**src/rtl/moninv_pkg.sv**
```systemverilog
// Shared definitions for the Montgomery inverse correction unit.
// Assumes nothing beyond a synthesizable two-state control encoding.
package moninv_pkg;
    typedef enum logic [0:0] {
        ST_IDLE = 1'b0,
        ST_RUN  = 1'b1
    } corr_state_t;
endpackage

```
**src/rtl/moninv_halve_step.sv**
```systemverilog
// One conditional add-modulus-then-halve step, purely combinational.
// Assumes p is odd, so that an odd r plus p is always even. In polynomial
// mode, p must have degree below WIDTH so that the XOR fits in WIDTH bits.
module moninv_halve_step #(
    parameter int WIDTH = 32
) (
    input  logic             gf2_sel,
    input  logic [WIDTH-1:0] cur,
    input  logic [WIDTH-1:0] modulus,
    output logic [WIDTH-1:0] nxt
);
    localparam int SUM_W = WIDTH + 1;

    logic [SUM_W-1:0] int_sum;
    logic [WIDTH-1:0] poly_sum;

    // Form both candidate sums; the integer one keeps its carry out.
    always_comb begin
        int_sum  = {1'b0, cur} + (cur[0] ? {1'b0, modulus} : {SUM_W{1'b0}});
        poly_sum = cur[0] ? (cur ^ modulus) : cur;
    end

    // Pick the field's sum and drop its (zero) low bit.
    always_comb begin
        if (gf2_sel) nxt = {1'b0, poly_sum[WIDTH-1:1]};
        else         nxt = int_sum[SUM_W-1:1];
    end
endmodule

```
**src/rtl/moninv_iter_ctrl.sv**
```systemverilog
// Iteration sequencer: loads the step count k - n (or zero when k <= n),
// issues one step per cycle, then a single finish cycle.
// Assumes start is a level sampled on each rising edge.
module moninv_iter_ctrl
    import moninv_pkg::*;
#(
    parameter int KW = 8
) (
    input  logic          clk,
    input  logic          rst_n,
    input  logic          start,
    input  logic [KW-1:0] k_val,
    input  logic [KW-1:0] n_val,
    output logic          load,
    output logic          step_en,
    output logic          finish,
    output logic          busy
);
    corr_state_t   state_q;
    logic [KW-1:0] cnt_q;
    logic [KW-1:0] span;

    // Decode the current phase into strobes for the datapath.
    always_comb begin
        busy    = (state_q == ST_RUN);
        load    = start && (state_q == ST_IDLE);
        step_en = busy && (cnt_q != '0);
        finish  = busy && (cnt_q == '0);
        span    = (k_val > n_val) ? (k_val - n_val) : '0;
    end

    // Advance the phase and the remaining-step counter.
    always_ff @(posedge clk) begin
        if (!rst_n) begin
            state_q <= ST_IDLE;
            cnt_q   <= '0;
        end else if (load) begin
            state_q <= ST_RUN;
            cnt_q   <= span;
        end else if (step_en) begin
            cnt_q   <= cnt_q - 1'b1;
        end else if (finish) begin
            state_q <= ST_IDLE;
        end
    end

    // each step cycle removes exactly one from the remaining count
    a_r2_count_down: assert property (@(posedge clk) disable iff (!rst_n)
        step_en |=> (cnt_q == $past(cnt_q) - 1'b1));

    // a finish cycle always returns to idle
    a_r7_finish_idle: assert property (@(posedge clk) disable iff (!rst_n)
        finish |=> !busy);
endmodule

```
**src/rtl/moninv_correct.sv**
```systemverilog
// Top of the correction unit: operand registers, the step datapath, the
// sequencer, and the registered result with its done pulse.
// Assumes that p is odd and r < p. In polynomial mode, p must have degree < WIDTH.
module moninv_correct #(
    parameter int WIDTH = 32,
    parameter int KW    = 8
) (
    input  logic             clk,
    input  logic             rst_n,
    input  logic             start,
    input  logic             gf2_mode,
    input  logic [WIDTH-1:0] r_in,
    input  logic [WIDTH-1:0] p_in,
    input  logic [KW-1:0]    k_in,
    input  logic [KW-1:0]    n_in,
    output logic             done,
    output logic [WIDTH-1:0] x_out
);
    logic             load, step_en, finish, busy;
    logic             mode_q;
    logic [WIDTH-1:0] r_q, p_q, r_next, x_q;
    logic             done_q;

    moninv_iter_ctrl #(.KW(KW)) u_ctrl (
        .clk     (clk),
        .rst_n   (rst_n),
        .start   (start),
        .k_val   (k_in),
        .n_val   (n_in),
        .load    (load),
        .step_en (step_en),
        .finish  (finish),
        .busy    (busy)
    );

    moninv_halve_step #(.WIDTH(WIDTH)) u_step (
        .gf2_sel (mode_q),
        .cur     (r_q),
        .modulus (p_q),
        .nxt     (r_next)
    );

    // Capture operands on start and update the working value on each step.
    always_ff @(posedge clk) begin
        if (!rst_n) begin
            r_q    <= '0;
            p_q    <= '0;
            mode_q <= 1'b0;
        end else if (load) begin
            r_q    <= r_in;
            p_q    <= p_in;
            mode_q <= gf2_mode;
        end else if (step_en) begin
            r_q    <= r_next;
        end
    end

    // Publish the result and raise done for one cycle at the end.
    always_ff @(posedge clk) begin
        if (!rst_n) begin
            x_q    <= '0;
            done_q <= 1'b0;
        end else begin
            done_q <= finish;
            if (finish) x_q <= r_q;
        end
    end

    assign done  = done_q;
    assign x_out = x_q;

    // done never stays high for two cycles
    a_r7_done_pulse: assert property (@(posedge clk) disable iff (!rst_n)
        done |=> !done);

    // the result only moves together with done
    a_r7_x_held: assert property (@(posedge clk) disable iff (!rst_n)
        !done |-> $stable(x_out));

    // a start during a run leaves the captured operands alone
    a_r8_start_ignored: assert property (@(posedge clk) disable iff (!rst_n)
        (busy && start) |=> ($stable(p_q) && $stable(mode_q)));

    // a prime-field step keeps a value below the modulus below it
    a_r4_stays_reduced: assert property (@(posedge clk) disable iff (!rst_n)
        (step_en && !mode_q && (r_q < p_q)) |=> (r_q < p_q));

    // a polynomial step never sets the top coefficient
    a_r5_degree_drops: assert property (@(posedge clk) disable iff (!rst_n)
        (step_en && mode_q) |=> !r_q[WIDTH-1]);
endmodule

```
**config.mk**
```make
export PLATFORM = sky130hd
export DESIGN_NAME = moninv_correct
export DESIGN_NICKNAME = d
export VERILOG_FILES = /design/src/rtl/moninv_pkg.sv /design/src/rtl/moninv_halve_step.sv /design/src/rtl/moninv_iter_ctrl.sv /design/src/rtl/moninv_correct.sv
export SDC_FILE = /design/constraint.sdc
export NUM_CORES = 1
export LEC_CHECK = 0
export CORE_ASPECT_RATIO = 1.4
export CORE_UTILIZATION = 54
export DETAILED_ROUTE_END_ITERATION = 7
export PLACE_DENSITY = 0.89
export SETUP_SLACK_MARGIN = 0.02
export SLEW_MARGIN = 0
export SYNTH_ARGS = -nofsm -noshare
export SYNTH_HDL_FRONTEND = slang
export SYNTH_SLANG_ARGS = --single-unit
```
**constraint.sdc**
```tcl
create_clock -name clk -period 3.7 [get_ports clk]
set_clock_uncertainty 0.15 [all_clocks]
set_input_delay 0.74 -clock clk [delete_from_list [all_inputs] [get_ports clk]]
set_output_delay 0.74 -clock clk [all_outputs]
set_load 0.01 [all_outputs]
```
==> impl_metrics.tcl <==
set metrics [dict create \
    die_y_um 135.8 \
    wire_per_inst_um 15.91 \
    dpl.hpwl_um 13570 \
    die_w_um 97.57 \
    r2r_setup_slack_ns 0.50 \
    grt_pass1_vias 6661 \
    antenna_cells 0 \
    worstHoldStart "x_out[11]$_SDFFE_PN0P_" \
    fin_tns_setup_ns 0 \
    track_usage 0.2827 \
    avgViaCountPerCell 5.852 \
    synth_fp_nets 1051 \
    swShare 0.3546 \
    reg2reg_from "r_q[0]$_SDFFE_PN0P_" \
    slowest_stage "clkdlybuf4s50_1" \
    clkPwrFrac 0.276 \
    reg2reg_depth 11 \
    combPwrFrac 0.328 \
    tightest_slew_ns 1.047 \
    ys.flop_type "dfxtp_1" \
    drc 0 \
    ys_ff_latch 107 \
    drv_cap 0 \
    htreeDepth 3 \
    power_frac_seq 0.396 \
    crit_type "input pin to flip-flop" \
    relSlewSlack 0.2993 \
    vias 6864 \
    clock_latency_ns 0.35 \
    cts.clk_slew.worst_paths_ns 0.08 \
    required_ns 3.77 \
    avgSynthCellArea_um2 7.473 \
    outcome "complete, no violations" \
    port_buffers 116 \
    p_int_mw 2.315 \
    synth_warnings 0 \
    fin_nets 1145 \
    min_to "x_out[11]$_SDFFE_PN0P_" \
    finalCritPeriodShare 0.8907 \
    rsz0062_at_grt "no" \
    ioPinCount 117 \
    cts_tree "built" \
    slowest_delay_ns 0.40 \
    firstDrtPassIters 4 \
    drt-initial-drc-count 309 \
    crit_fanout 8 \
    drive_gt1_frac 0.05572 \
    synth_cell_types 65 \
    netlist_instances 924 \
    min_path_cells 2 \
    end_kind "flip-flop" \
    die_area_um2 13250 \
    clock_sinks 107 \
    grt_pass1_wl_um 30590 \
    post-route-min-period_ns 3.296 \
    holdWs_ns 0.2991 \
    area_delta_synth_final_pct 23.25 \
    cts-hold-fix-buffers 0 \
    timing.fmax_mhz 303.4 \
    path_common_cell "a21o_1" \
    cts_buffers 9 \
    start_util 0.5582 \
    row_count 48 \
    grt_max_degree 37 \
    power.density_nw_per_um2 421.4 \
    synth_edf_count 0 \
    drt_wl_total_um 18660 \
    ir_drop_v 0.0002660 \
    fillers 1051 \
    root_buffer "clkbuf_16" \
    async_flop_share 0 \
    worstPathArrival_ns 3.37 \
    hold_viol 0 \
    antenna_found_initial 0 \
    setup-violations-final 0 \
    gp_congestion 0.9322 \
    seq_area_frac_synth 0.3102 \
    startpoint_type "input pin" \
    path_cells "clkdlybuf4s50_1, inv_1, ha_1, inv_1, fa_1, a21o_1, a21o_1, a21o_1, a21o_1, a21oi_1, o21ai_1, a221oi_1, a211oi_1" \
    r2r-end "r_q[26]$_SDFFE_PN0P_" \
    core_area_um2 12370 \
    power.switching_mw 1.272 \
    p_leak_nw 3.281 \
    syn_area_um2 6905 \
    slew_viol_final 0 \
    cts_max_path_buffers 2 \
    ant_nets 0 \
    grt_overflow 0 \
    hold_class "flip-flop to flip-flop" \
]
## cell usage in the layout (no fill, tap or decap), drive strengths merged, types with 21 or more instances in the layout
master,netlist,final
xnor2,35,35
nand3,21,21
nor2,49,49
inv,27,30
xor2,22,22
ha,41,41
clkdlybuf4s50,0,116
buf,7,21
o21ai,61,61
and2,34,34
a21oi,129,129
dfxtp,107,107
nand2,184,184
## metrics by stage
stage	util	area, um2	setup slack (ns)	total power [mW]	cells
2_1_floorplan	-	6905	0.6895	2.211	924
3_3_place_gp	0.6635	8209	0.1479	2.570	1157
3_5_place_dp	0.6635	8209	0.07342	2.602	1157
4_1_cts	0.6878	8509	0.2765	3.572	1173
5_1_grt	0.6879	8511	0.2194	3.774	1173
6_report	0.6879	8511	0.4043	3.586	1173
## worst max path at each step
stage | start | to | slack (ns)
after floorplan | k_in[0] | u_ctrl.cnt_q[0]$_SDFFE_PN0P_ | 0.69
after global placement | n_in[0] | u_ctrl.cnt_q[0]$_SDFFE_PN0P_ | 0.15
after detailed placement | k_in[0] | u_ctrl.cnt_q[0]$_SDFFE_PN0P_ | 0.07
after CTS | r_q[0]$_SDFFE_PN0P_ | r_q[26]$_SDFFE_PN0P_ | 0.28
after global routing | k_in[0] | u_ctrl.cnt_q[1]$_SDFFE_PN0P_ | 0.22
final | k_in[0] | u_ctrl.cnt_q[0]$_SDFFE_PN0P_ | 0.40
## metal layers
metal / routed length [um] / track usage
met1: 7786 / 0.3344
met2: 9477 / 0.5159
met3: 929 / 0.03199
met4: 466 / 0.1176
met5: 0 / 0
## cell families after synthesis
kind of cell               share of synthesized area
DFF                                           0.3102
AOI/OAI and AO/OA                             0.2747
muxes                                       0.008698
adders and majority gates                    0.08009
and+or+nand+nor                               0.2080
buffers and inverters                        0.04602
xor gates and xnor gates                     0.07229
## worst max-delay path: cells and delay by family
kind,cells,cell delay (ns)
AOI/OAI and AO/OA,8,1.54
adders and majority gates,2,0.57
buffers and inverters,3,0.52
## final cells by class
| type | count | area (um2) | area share |
|---|---|---|---|
| multi-input combinational | 735 | 4456 | 0.5235 |
| timing repair buffer | 137 | 1319 | 0.1550 |
| clock buffer | 9 | 225.2 | 0.02646 |
| sequential | 107 | 2143 | 0.2518 |
| inverter | 28 | 105.1 | 0.01235 |
| clock inverter | 7 | 75.07 | 0.008821 |
| tap | 150 | 187.7 | 0.02205 |
## Yosys cell counts, types with 3 or more instances
cell      number  area share
ha_1          41       0.074
nor3_1        14       0.010
mux2i_1        6      0.0087
a21oi_1      128       0.093
a32o_1         3      0.0043
nor2_1        48       0.026
nand2b_1       4      0.0036
o221ai_1       9       0.011
a31oi_1        8      0.0072
o21ai_1       10      0.0072
o21a_1         6      0.0065
o21ai_0       50       0.036
a22oi_1        3      0.0033
nand2_1      183       0.099
o211a_1        3      0.0043
inv_1         27       0.015
a21o_1        14       0.015
dfxtp_1      107        0.31
o211ai_1      17       0.018
clkbuf_1      47       0.026
and2_1        34       0.031
a221oi_1       5      0.0063
xor2_1        22       0.028
nor2b_1        4      0.0036
nand3_1       20       0.014
o22ai_1        4      0.0036
buf_1          4      0.0022
nand4_1        7      0.0063
a211oi_1      12       0.013
xnor2_1       35       0.044
a21boi_0       3      0.0033
## power groups by stage
stage | combinational (mW) | sequential, mW | clock, mW
global placement | 1.13 | 1.44 | 0
global route | 1.30 | 1.44 | 1.03
CTS | 1.17 | 1.42 | 0.988
finish | 1.18 | 1.42 | 0.988
detailed placement | 1.16 | 1.44 | 0
floorplan | 0.807 | 1.40 | 0
## sequential cells by signal, summed over array words and instances, names as in the netlist
name and count:
u_ctrl.busy 1, x_out 32, p_q 32, u_ctrl.cnt_q 8, done 1, mode_q 1
r_q 32
## repair_timing
item	4_1_cts	5_1_grt
setup endpoints to repair	0	2
resized for setup	0	1
buffers inserted	0	0
No activity file was read; power rests on OpenSTA's default activity.
